[src/rtl/spi_byte_pkg.sv]
package spi_byte_pkg;
    typedef enum logic [1:0] {
        ST_IDLE,
        ST_LAUNCH,
        ST_RUN,
        ST_FINISH
    } xfer_state_t;
endpackage

[src/rtl/spi_phase_timer.sv]
module spi_phase_timer #(
    parameter int DIVW = 8
) (
    input  logic            clk,
    input  logic            rst_n,
    input  logic            clr,
    input  logic            en,
    input  logic [DIVW-1:0] limit,
    output logic            tick
);
    localparam logic [DIVW-1:0] ONE = DIVW'(1);
    logic [DIVW-1:0] cnt_q;

    assign tick = en && (cnt_q == limit - ONE);

    always_ff @(posedge clk or negedge rst_n) begin
        if (!rst_n)      cnt_q <= '0;
        else if (clr)    cnt_q <= '0;
        else if (en)     cnt_q <= tick ? '0 : cnt_q + ONE;
    end
endmodule

[src/rtl/spi_shift_core.sv]
module spi_shift_core #(
    parameter int W = 8
) (
    input  logic         clk,
    input  logic         rst_n,
    input  logic         load,
    input  logic [W-1:0] load_val,
    input  logic         shift,
    input  logic         sample,
    input  logic         din,
    output logic         tx_msb,
    output logic         tx_next,
    output logic [W-1:0] rx_word
);
    logic [W-1:0] tx_q;
    logic [W-1:0] rx_q;

    assign tx_msb  = tx_q[W-1];
    assign tx_next = tx_q[W-2];
    assign rx_word = rx_q;

    always_ff @(posedge clk or negedge rst_n) begin
        if (!rst_n) begin
            tx_q <= '1;
            rx_q <= '0;
        end else begin
            if (load)       tx_q <= load_val;
            else if (shift) tx_q <= {tx_q[W-2:0], 1'b1};
            if (sample)     rx_q <= {rx_q[W-2:0], din};
        end
    end
endmodule

[src/rtl/spi_byte_master.sv]
module spi_byte_master
    import spi_byte_pkg::*;
#(
    parameter int DATA_W    = 8,
    parameter int DIVW      = 8,
    parameter int START_LAT = 3
) (
    input  logic              clk,
    input  logic              rst_n,
    input  logic              wr_en,
    input  logic              rd_en,
    input  logic              addr,
    input  logic [DATA_W-1:0] wdata,
    output logic [DATA_W-1:0] rdata,
    input  logic [DIVW-1:0]   half_div,
    output logic              sck,
    output logic              mosi,
    input  logic              miso,
    output logic              irq
);
    localparam int HALVES = 2 * DATA_W;
    localparam int HW     = $clog2(HALVES);
    localparam int LW     = $clog2(START_LAT + 1);
    localparam logic [HW-1:0] LAST_HALF = HW'(HALVES - 1);
    localparam logic [HW-1:0] HONE      = HW'(1);
    localparam logic [LW-1:0] LAT_END   = LW'(START_LAT - 1);
    localparam logic [LW-1:0] LONE      = LW'(1);

    xfer_state_t state, state_nx;

    logic            cpol_q, cpha_q, ie_q, done_q;
    logic            sck_q, mosi_q;
    logic [LW-1:0]   lat_q;
    logic [HW-1:0]   half_q;
    logic [HW-1:0]   half_nx;
    logic [DIVW-1:0] div_q;
    logic [DATA_W-1:0] rx_buf_q;

    logic data_wr, ctrl_wr, done_clr, lat_done, tick, last_half;
    logic do_shift, do_sample, tx_msb, tx_next, busy;
    logic [DATA_W-1:0] rx_word;

    assign data_wr   = wr_en && !addr;
    assign ctrl_wr   = wr_en && addr;
    assign done_clr  = (rd_en && !addr) || (ctrl_wr && wdata[3]);
    assign lat_done  = (state == ST_LAUNCH) && (lat_q == LAT_END);
    assign last_half = (half_q == LAST_HALF);
    assign half_nx   = half_q + HONE;
    assign do_shift  = (state == ST_RUN) && tick && !last_half && !half_nx[0];
    assign do_sample = (state == ST_RUN) && tick && !last_half &&  half_nx[0];
    assign busy      = (state != ST_IDLE);

    spi_phase_timer #(.DIVW(DIVW)) u_timer (
        .clk   (clk),
        .rst_n (rst_n),
        .clr   (lat_done),
        .en    (state == ST_RUN),
        .limit (div_q),
        .tick  (tick)
    );

    spi_shift_core #(.W(DATA_W)) u_shift (
        .clk      (clk),
        .rst_n    (rst_n),
        .load     ((state == ST_IDLE) && data_wr),
        .load_val (wdata),
        .shift    (do_shift),
        .sample   (do_sample),
        .din      (miso),
        .tx_msb   (tx_msb),
        .tx_next  (tx_next),
        .rx_word  (rx_word)
    );

    // Next-state logic
    always_comb begin
        state_nx = state;
        unique case (state)
            ST_IDLE:   if (data_wr)            state_nx = ST_LAUNCH;
            ST_LAUNCH: if (lat_done)           state_nx = ST_RUN;
            ST_RUN:    if (tick && last_half)  state_nx = ST_FINISH;
            ST_FINISH:                         state_nx = ST_IDLE;
            default:                           state_nx = ST_IDLE;
        endcase
    end

    // State register
    always_ff @(posedge clk or negedge rst_n) begin
        if (!rst_n) state <= ST_IDLE;
        else        state <= state_nx;
    end

    // Outputs, configuration and datapath registers
    always_ff @(posedge clk or negedge rst_n) begin
        if (!rst_n) begin
            cpol_q   <= 1'b0;
            cpha_q   <= 1'b0;
            ie_q     <= 1'b0;
            done_q   <= 1'b0;
            sck_q    <= 1'b0;
            mosi_q   <= 1'b1;
            lat_q    <= '0;
            half_q   <= '0;
            div_q    <= DIVW'(1);
            rx_buf_q <= '0;
        end else begin
            lat_q <= (state == ST_LAUNCH) ? lat_q + LONE : '0;

            if (ctrl_wr) begin
                ie_q <= wdata[2];
                if (state == ST_IDLE) begin
                    cpol_q <= wdata[0];
                    cpha_q <= wdata[1];
                    sck_q  <= wdata[0];
                end
            end

            if ((state == ST_IDLE) && data_wr)
                div_q <= (half_div == '0) ? DIVW'(1) : half_div;

            if (lat_done) begin
                half_q <= '0;
                sck_q  <= cpol_q ^ cpha_q;
                mosi_q <= tx_msb;
            end

            if ((state == ST_RUN) && tick) begin
                if (last_half) begin
                    sck_q    <= cpol_q;
                    mosi_q   <= 1'b1;
                    rx_buf_q <= rx_word;
                end else begin
                    half_q <= half_nx;
                    sck_q  <= cpol_q ^ cpha_q ^ half_nx[0];
                    if (!half_nx[0]) mosi_q <= tx_next;
                end
            end

            if (state == ST_FINISH) done_q <= 1'b1;
            else if (done_clr)      done_q <= 1'b0;
        end
    end

    assign sck  = sck_q;
    assign mosi = mosi_q;
    assign irq  = done_q && ie_q;

    always_comb begin
        rdata = '0;
        if (!addr) begin
            rdata = rx_buf_q;
        end else begin
            rdata[0] = cpol_q;
            rdata[1] = cpha_q;
            rdata[2] = ie_q;
            rdata[3] = done_q;
            rdata[4] = busy;
        end
    end
endmodule

[config.mk]
export PLATFORM = sky130hd
export DESIGN_NAME = spi_byte_master
export DESIGN_NICKNAME = d
export VERILOG_FILES = /design/src/rtl/spi_byte_pkg.sv /design/src/rtl/spi_phase_timer.sv /design/src/rtl/spi_shift_core.sv /design/src/rtl/spi_byte_master.sv
export SDC_FILE = /design/constraint.sdc
export NUM_CORES = 1
export LEC_CHECK = 0
export ABC_CLOCK_PERIOD_IN_PS = 3380
export BUFFER_PORTS_ARGS = -buffer_cell sky130_fd_sc_hd__buf_2
export CAP_MARGIN = 20
export CORE_MARGIN = 4
export CORE_UTILIZATION = 55
export DETAILED_ROUTE_END_ITERATION = 12
export PLACE_DENSITY = 0.76
export SYNTH_ARGS = -nofsm -noshare
export SYNTH_HDL_FRONTEND = slang
export SYNTH_SLANG_ARGS = --single-unit
[constraint.sdc]
create_clock -name clk -period 3.38 [get_ports clk]
set_input_delay 0.676 -clock clk [delete_from_list [all_inputs] [get_ports clk]]
set_output_delay 0.676 -clock clk [all_outputs]
set_load 0.02 [all_outputs]
Word level (Yosys, flattened, before mapping)
Index checks and enable logic that the tools add are counted.

Bits in registers: 54. Output and inout bits: 11. Logic and storage cells: 85.

Add/subtract/negate cells: 4. Equality and inequality tests: 9. Muxes and demuxes: 27. Bitwise logic cells: 2. Reduce and logical (&&, ||, !) cells: 29.

Operators by type and width (number): 8-bit two-way mux (6); 1-bit logical AND (13); 4-bit two-way mux (3); 1-bit two-way mux (11); 8-bit by 1-bit adder with 8-bit output (second input constant) (1); 8-bit equality test (1); 8-bit zero test (1); 2-bit two-way mux (4); 2-bit case mux with 4 select lines (1); 2-bit nonzero test (4); 8-bit by 1-bit subtractor with 8-bit output (second input constant) (1); 2-bit equality test (second input constant) (3); 2-bit != test (second input constant) (3); 2-bit AND reduction (3); 3-bit nonzero test (2); 5-bit two-way mux (1); 4-bit by 1-bit adder with 4-bit output (second input constant) (1); 4-bit equality test (second input constant) (1); 1-bit zero test (3); 3-bit two-way mux (1); 3-bit AND reduction (1); 2-bit by 1-bit adder with 2-bit output (second input constant) (1); 2-bit by 1-bit equality test with 1-bit output (second input constant) (1); 2-bit zero test (1); 2 further kinds (3).

Depth between registers and ports, before layout
Gate-level depths: netlist of run 1.

Depth in word-level cells: 8. Gate-level depth with buffers: 10. Gate-level depth less buffers: 8.

Cells and area by module
From an unflattened synthesis of run 1, not the netlist that was laid out.

Cells, all modules: 267. Area, all modules: 2976.6 um^2.

Modules (own cells, without submodules): spi_byte_master (instances 1, cells an instance 131, area each 1541.5 um^2, sequential area each 753.2 um^2); spi_phase_timer (instances 1, cells an instance 85, area each 726.9 um^2, sequential area each 200.2 um^2); spi_shift_core (instances 1, cells an instance 51, area each 708.2 um^2, sequential area each 410.4 um^2).

Worst setup path before layout of run 1
Ideal clock, no wire load.

Path kind: register -> register. Start point: register div_q[1]. End point: register rx_buf_q[0]. Library setup time: 0.125 ns. Arrival time: 2.461 ns. Data required time: 3.255 ns. Path slack: 0.794 ns. Cell stages (with the launch flop): 8. Path buffers: 1. Period minus slack after synthesis: 2.586 ns. Cell sequence: dfrtp_1 > or4_4 > or4_1 > o311ai_1 > a21oi_2 > buf_6 > nor3_4 > mux2_2.

Word-level cells in the longest chain between the ends: 5.

Ends and longest elaborated chain: from (decl) (RTL line spi_byte_master.sv:36) `logic [DIVW-1:0] div_q;`; from (signal assigned) (RTL line spi_byte_master.sv:119) `div_q <= (half_div == '0) ? DIVW'(1) : half_div;`; 8-bit by 1-bit subtractor with 8-bit output (RTL line spi_phase_timer.sv:14) `assign tick = en && (cnt_q == limit - ONE);`; 8-bit equality test (RTL line spi_phase_timer.sv:14); 1-bit logical AND (RTL line spi_phase_timer.sv:14); 1-bit logical AND (RTL line spi_byte_master.sv:127) `if ((state == ST_RUN) && tick) begin`; 2-bit AND reduction (no line); to (signal assigned) (RTL line spi_byte_master.sv:131) `rx_buf_q <= rx_word;`; to (decl) (RTL line spi_byte_master.sv:37) `logic [DATA_W-1:0] rx_buf_q;`.

Every way passes these cells. A chain may end at the register's enable or synchronous reset.

Worst setup path after layout of run 1
Start point: register div_q[0]. End point: register u_shift.rx_q[0] (netlist: u_shift.rx_word[0]).

Word-level cells in the longest chain between the ends: 6.

Ends and longest elaborated chain: 8-bit by 1-bit subtractor with 8-bit output (RTL line spi_phase_timer.sv:14); 8-bit equality test (RTL line spi_phase_timer.sv:14); 1-bit logical AND (RTL line spi_phase_timer.sv:14); 1-bit logical AND (3 in series) (RTL line spi_byte_master.sv:50) `assign do_sample = (state == ST_RUN) && tick && !last_half && half_nx[0];`; to (signal assigned) (RTL line spi_shift_core.sv:29) `if (sample) rx_q <= {rx_q[W-2:0], din};`; to (decl) (RTL line spi_shift_core.sv:16) `logic [W-1:0] rx_q;`.

Every way passes these cells.

==> run metrics, run 1 <==
first-pass GRT wire length 10.3 mm; Final min period 3.03 ns; maximum fanout encountered on the critical timing path 9; maximum operating frequency 330 MHz; via count of the first global-routing pass 2177; max-slew headroom at the worst pin 55.8%; fraction of registers with async set or reset after synthesis 100%; routed via count 2188; CTS buffer count 5; VDD IR max 0.415 mV; effective utilization at floorplan 57.3%; total congestion overflow after global routing 0; Synth Instances 277; Std-Cell Core Area 0.00517 mm²; Area contributors post-synth sky130_fd_sc_hd__dfrtp_1 37%, sky130_fd_sc_hd__mux2_2 11%, sky130_fd_sc_hd__dfstp_2 8.9%; DRT Wirelength 6.13 mm; Worst-Margin Slew 0.657 ns; hold buffers post-CTS 0; DRC violation count after routing 0; final clock skew 0.0112 ns; most frequently used cell type in the post-synthesis netlist sky130_fd_sc_hd__dfrtp_1; Fin Hold WS 0.292 ns; Die W 81.4 µm; fin crit share 89.5%; # Max-Cap Violations 0; routed len/inst 16.2 µm; biggest area consumer among synthesized cells sky130_fd_sc_hd__dfrtp_1; synthesis warning total 0; share of layout cells above drive strength 1 30.2%; Post-Synthesis Net Count 307; post-synth design cell area 0.00297 mm²; final design area excluding fillers 0.00331 mm²; critical path class flop to flop; total inserted antenna cells 0; RSZ-0062 raised after global routing false; H-tree Lvls 2; all-layer global routing usage 20.2%; power density of the placed cells 845 mW/mm²; number of DRC violations after detailed-routing iteration 0 70; startpoint class of the critical path flop; buffers from clock root to sink, at most 2; Layout area overhead 11.8%; number of antenna violations at the first check in global routing 0; Die Footprint 0.00663 mm²; Placement Cell Area 0.00320 mm²; number of synthesized register bits 54; status finished, final reports clean; Final setup violation count 0; count of buffers inserted at the top-level ports 32; TritonCTS clock tree yes; Setup crit end kind flop; number of iterations in the first detailed-routing pass 5; final weighted congestion in routability-driven placement 0.778; Final nets 337; Commonest cells post-synth 44 x sky130_fd_sc_hd__dfrtp_1, 29 x sky130_fd_sc_hd__mux2_2, 15 x sky130_fd_sc_hd__nand3_1, 13 x sky130_fd_sc_hd__a21oi_1, 13 x sky130_fd_sc_hd__nor3_1; Chip Height 81.4 µm; Final TNS setup 0 ns; number of flops mapped to enable cells by yosys 0; Final Hold Fails 0; data required time at the worst endpoint 3.58 ns; worst path arrival time 3.22 ns; cell row count 26; dpl hpwl 4.40 mm; count of different cell masters after synthesis 53; Post-CTS Setup Repair Bufs 0; share of synthesized area occupied by flip-flops and latches 46.0%; share of Yosys cell area claimed by the top area cell type 37.1%; total clock sinks 54; routed via count divided by cell count 5.79; mean instance size in the synthesized netlist 10.7 µm²; Post-CTS Resized 0; ANT nets after route 0; total leakage power 1.42 nW; final design utilization 64.1%; top flip-flop cell by instance count after synthesis sky130_fd_sc_hd__dfrtp_1; Tightest Hold Check Type input port to async pin; number of top-level pins 33; clock-pin transition on the worst setup and hold timing paths 0.10 ns; CTS Root Cell sky130_fd_sc_hd__clkbuf_8; insertion delay of the later-clocked pin in the worst-skew pair 0.31 ns; largest net degree at the start of global routing 26; Final Max Slew Viols 0
==> flip-flops by register name (all words and copies together) (netlist names) <==
signal,flops
cpha_q,1
cpol_q,1
div_q,8
done_q,1
half_q,4
ie_q,1
lat_q,2
mosi,1
rx_buf_q,8
sck,1
state,2
u_shift.rx_word,8
u_shift.tx_q,8
u_timer.cnt_q,8
==> metrics by stage <==
stage / worst slack (ns) / power, mW / std cells
after detailed placement: 0.334 / 2.36 / 370
after floorplan: 0.794 / 2.05 / 277
after global routing: 0.130 / 3.02 / 378
after CTS: 0.327 / 2.82 / 378
final: 0.354 / 2.80 / 378
after global placement: 0.414 / 2.30 / 370
==> cells in the final DEF (no fill, tap or decap), types with 7 or more instances in the layout <==
cell type,synthesis,routed
sky130_fd_sc_hd__ha_1,8,8
sky130_fd_sc_hd__nand2_1,10,10
sky130_fd_sc_hd__nor2_1,12,12
sky130_fd_sc_hd__o31a_1,8,8
sky130_fd_sc_hd__dfstp_2,10,10
sky130_fd_sc_hd__xnor2_1,9,9
sky130_fd_sc_hd__buf_2,2,32
sky130_fd_sc_hd__mux2_2,29,29
sky130_fd_sc_hd__nand3_1,15,15
sky130_fd_sc_hd__nor3_1,13,13
sky130_fd_sc_hd__o31ai_1,7,7
sky130_fd_sc_hd__inv_1,10,10
sky130_fd_sc_hd__a21oi_1,13,13
sky130_fd_sc_hd__xor2_1,8,8
sky130_fd_sc_hd__dfrtp_1,44,44
==> power by group <==
| group | internal (mW) | switching, mW |
|---|---|---|
| logic | 0.531 | 0.645 |
| clock network | 0.242 | 0.208 |
| registers | 0.921 | 0.253 |
| total | 1.69 | 1.11 |
==> path summary, 6_finish.rpt <==
| check | from | endpoint | slack [ns] | depth (start not counted) |
|---|---|---|---|---|
| max in group asynchronous | rst_n | mosi$_DFF_PN1_ | 2.39 | 2 |
| hold / removal | rst_n | rx_buf_q[0]$_DFFE_PN0P_ | 0.29 | 1 |
| hold reg to reg | lat_q[0]$_DFF_PN0_ | lat_q[0]$_DFF_PN0_ | 0.44 | 1 |
| setup / recovery | div_q[0]$_DFFE_PN1P_ | u_shift.rx_word[0]$_DFFE_PN0P_ | 0.35 | 8 |
| setup reg to reg | div_q[0]$_DFFE_PN1P_ | u_shift.rx_word[0]$_DFFE_PN0P_ | 0.35 | 8 |
| min in group clk | lat_q[0]$_DFF_PN0_ | lat_q[0]$_DFF_PN0_ | 0.44 | 1 |
==> worst max-delay path, cell delays in order (launching register included) <==
cell and delay (ns):
sky130_fd_sc_hd__dfstp_2 0.40, sky130_fd_sc_hd__inv_1 0.07, sky130_fd_sc_hd__ha_1 0.19, sky130_fd_sc_hd__or3b_2 0.48
sky130_fd_sc_hd__nor3_1 0.19, sky130_fd_sc_hd__xnor2_1 0.19, sky130_fd_sc_hd__o2111ai_2 0.32, sky130_fd_sc_hd__nor4_4 0.67
sky130_fd_sc_hd__mux2_2 0.41
==> cell families (layout without fill, tap and decap cells) <==
| logic type | count (synthesis) | after routing | synth area share [%] |
|---|---|---|---|
| fa+ha+maj | 8 | 8 | 3.38 |
| xor+xnor | 17 | 17 | 5.02 |
| buf+inv | 25 | 56 | 3.50 |
| simple gates | 86 | 86 | 16.6 |
| flops | 54 | 54 | 46.0 |
| mux | 34 | 34 | 12.7 |
| compound gates | 53 | 53 | 12.7 |
==> layout make-up <==
| type | instances | area, µm² |
|---|---|---|
| repair buffers | 38 | 205 |
| fillers | 429 | 1860 |
| clock inverters | 1 | 30.0 |
| inverters | 10 | 37.5 |
| multi-input cells | 198 | 1500 |
| clock buffers | 7 | 86.3 |
| flip-flops and latches | 54 | 1360 |
| well taps | 70 | 87.6 |
==> layer usage <==
layer | vias to the layer above | wire, µm | GRT usage [%]
li1 | 1068 | - | -
met1 | 1053 | 2860 | 27.1
met2 | 55 | 2870 | 32.9
met3 | 12 | 281 | 3.84
met4 | 0 | 113 | 7.09
met5 | - | 0 | 0
Note: power is estimated with default switching activity, not from simulation.
==> inputs of run 2 (changes only) <==
--- a/config.mk
+++ b/config.mk
@@ -6,12 +6,13 @@
 export NUM_CORES = 1
 export LEC_CHECK = 0
 export ABC_CLOCK_PERIOD_IN_PS = 3380
-export BUFFER_PORTS_ARGS = -buffer_cell sky130_fd_sc_hd__buf_2
+export BUFFER_PORTS_ARGS = -buffer_cell sky130_fd_sc_hd__buf_4
 export CAP_MARGIN = 20
 export CORE_MARGIN = 4
 export CORE_UTILIZATION = 55
 export DETAILED_ROUTE_END_ITERATION = 12
 export PLACE_DENSITY = 0.76
+export RECOVER_POWER = 25
 export SYNTH_ARGS = -nofsm -noshare
 export SYNTH_HDL_FRONTEND = slang
 export SYNTH_SLANG_ARGS = --single-unit
==> run metrics, run 2 (synthesis results as in run 1) <==
final weighted congestion in routability-driven placement 0.779 (+0.15%); routed via count 2207 (+0.87%); H-tree Lvls 2 (unchanged); origin of the worst min-delay path lat_q[0]$_DFF_PN0_; Std-Cell Core Area 0.00517 mm² (unchanged); Tightest Hold Check Type flop to flop; DRC violation count after routing 0 (unchanged); fin crit share 84.8% (-4.7 points); Reg-to-Reg Start div_q[1]$_DFFE_PN0P_; number of top-level pins 33 (unchanged); Final Hold Fails 0 (unchanged); Post-CTS Resized 0 (unchanged); maximum operating frequency 349 MHz (+5.6%); via count of the first global-routing pass 2162 (-0.69%); maximum fanout encountered on the critical timing path 9 (unchanged); worst path arrival time 3.08 ns (-0.14 ns); Layout area overhead 13.2%; share of layout cells above drive strength 1 30.1% (-0.13 points); Slowest-stage cell, CP sky130_fd_sc_hd__nor4_4; max-slew headroom at the worst pin 11.5% (-44 points); Die W 81.4 µm (unchanged); routed via count divided by cell count 5.87 (+1.4%); ANT nets after route 0 (unchanged); all-layer global routing usage 19.6% (-0.63 points); critical path class flop to flop; data required time at the worst endpoint 3.60 ns (+0.02 ns); buffers from clock root to sink, at most 2 (unchanged); # Max-Cap Violations 0 (unchanged); Final min period 2.87 ns (-0.160 ns); insertion delay of the later-clocked pin in the worst-skew pair 0.32 ns (about the same); power density of the placed cells 825 mW/mm² (-2.3%); reg2reg setup slack 0.51 ns (+0.16 ns); hold buffers post-CTS 0 (unchanged); final design utilization 64.9% (+0.80 points); total congestion overflow after global routing 0 (unchanged); Post-CTS Setup Repair Bufs 0 (unchanged); number of DRC violations after detailed-routing iteration 0 116 (+66%); total inserted antenna cells 0 (unchanged); total leakage power 1.42 nW (+0.33%); VDD IR max 0.432 mV (+4.1%); largest net degree at the start of global routing 55 (+110%); CTS Root Cell sky130_fd_sc_hd__clkbuf_8; Final Max Slew Viols 0 (unchanged); Chip Height 81.4 µm (unchanged); dpl hpwl 4.21 mm (-4.2%); first-pass GRT wire length 10.1 mm (-2.5%); number of iterations in the first detailed-routing pass 4 (-1); Place WS 0.514 ns (+0.180 ns); Final setup violation count 0 (unchanged); commonest cells after routing, fill and taps aside 44 x sky130_fd_sc_hd__dfrtp_1, 35 x sky130_fd_sc_hd__buf_4, 29 x sky130_fd_sc_hd__mux2_2, 15 x sky130_fd_sc_hd__nand3_1; final clock skew 0.00866 ns (-0.00251 ns); Final TNS setup 0 ns (unchanged); cell count of the worst hold path 1; most common library cell in the layout ignoring fill and taps sky130_fd_sc_hd__dfrtp_1; Die Footprint 0.00663 mm² (unchanged); status finished, final reports clean; Setup crit end kind flop; Final nets 335 (-0.59%); capture instance of the worst register-to-register path u_shift.rx_word[5]$_DFFE_PN0P_; largest stage delay on the critical path 0.58 ns (-0.09 ns); crit path cell chain or4_4 > or4_1 > o311ai_1 > a21oi_2 > nor4_4 > mux2_2; CTS buffer count 5 (unchanged); routed len/inst 16.1 µm (-0.62%); Fin Hold WS 0.430 ns (+0.137 ns); RSZ-0062 raised after global routing false; clock-pin transition on the worst setup and hold timing paths 0.11 ns (about the same); DRT Wirelength 6.06 mm (-1.1%); count of buffers inserted at the top-level ports 32 (unchanged); hold endpoint lat_q[0]$_DFF_PN0_; TritonCTS clock tree yes; total clock sinks 54 (unchanged); worst setup slack after layout 0.514 ns (+0.160 ns); Placement Cell Area 0.00326 mm² (+2.0%); cell row count 26 (unchanged); Worst-Margin Slew 1.33 ns (+0.670 ns); effective utilization at floorplan 57.3% (unchanged); number of antenna violations at the first check in global routing 0 (unchanged); worst-case reg-to-reg path depth 6 (-2); startpoint class of the critical path flop; final design area excluding fillers 0.00336 mm² (+1.2%)
[run 2: changes by cell type in the layout (fill, tap and decap cells not counted)]
cell	before	now
sky130_fd_sc_hd__clkinv_4	0	3
sky130_fd_sc_hd__buf_2	32	0
sky130_fd_sc_hd__buf_4	6	35
sky130_fd_sc_hd__clkbuf_2	0	1
sky130_fd_sc_hd__clkbuf_1	1	0
sky130_fd_sc_hd__bufinv_16	1	0
sky130_fd_sc_hd__clkbuf_8	6	5
[run 2: metrics by stage]
stage	cells	total power, mW
after detailed placement	368	2.39
after global routing	376	2.98
final	376	2.77
after floorplan	277	2.05
after CTS	376	2.78
after global placement	368	2.34
[run 2: power breakdown]
part / internal (mW) / switching, mW
logic: 0.563 / 0.648
registers: 0.920 / 0.256
clock network: 0.150 / 0.232
[run 2: critical path: cells and delay by family (launching register included)]
| family | cells | cell delay [ns] |
|---|---|---|
| DFF | 1 | 0.42 |
| AOI/OAI and AO/OA | 2 | 0.28 |
| and+or+nand+nor | 3 | 1.66 |
| muxes | 1 | 0.40 |
[run 2: worst max-delay path by stage]
stage          cells past startpoint                 start                              to
2_1_floorplan                      7  div_q[1]$_DFFE_PN0P_         rx_buf_q[0]$_DFFE_PN0P_
3_3_place_gp                       8  div_q[0]$_DFFE_PN1P_  u_shift.rx_word[6]$_DFFE_PN0P_
3_5_place_dp                       6  div_q[1]$_DFFE_PN0P_  u_shift.rx_word[5]$_DFFE_PN0P_
4_1_cts                            6  div_q[1]$_DFFE_PN0P_  u_shift.rx_word[5]$_DFFE_PN0P_
5_1_grt                            7  state[0]$_DFFE_PN0P_  u_shift.rx_word[5]$_DFFE_PN0P_
6_report                           6  div_q[1]$_DFFE_PN0P_  u_shift.rx_word[5]$_DFFE_PN0P_
[run 2: final cells by class]
cell class / instances / area, µm²
Timing Repair Buffer: 36 / 268
Fill cell: 406 / 1820
Clock buffer: 5 / 68.8
Tap cell: 70 / 87.6
Inverter: 10 / 37.5
Clock inverter: 3 / 26.3
Sequential cell: 54 / 1360
Multi-Input combinational cell: 198 / 1500
[run 2: metal layers]
| metal | GRT usage (%) | wire [µm] | share of wire, % |
|---|---|---|---|
| met5 | 0 | 0 | 0 |
| met4 | 5.91 | 72 | 1.2 |
| met3 | 3.73 | 237 | 3.9 |
| met2 | 32.4 | 2940 | 49 |
| met1 | 26.1 | 2800 | 46 |
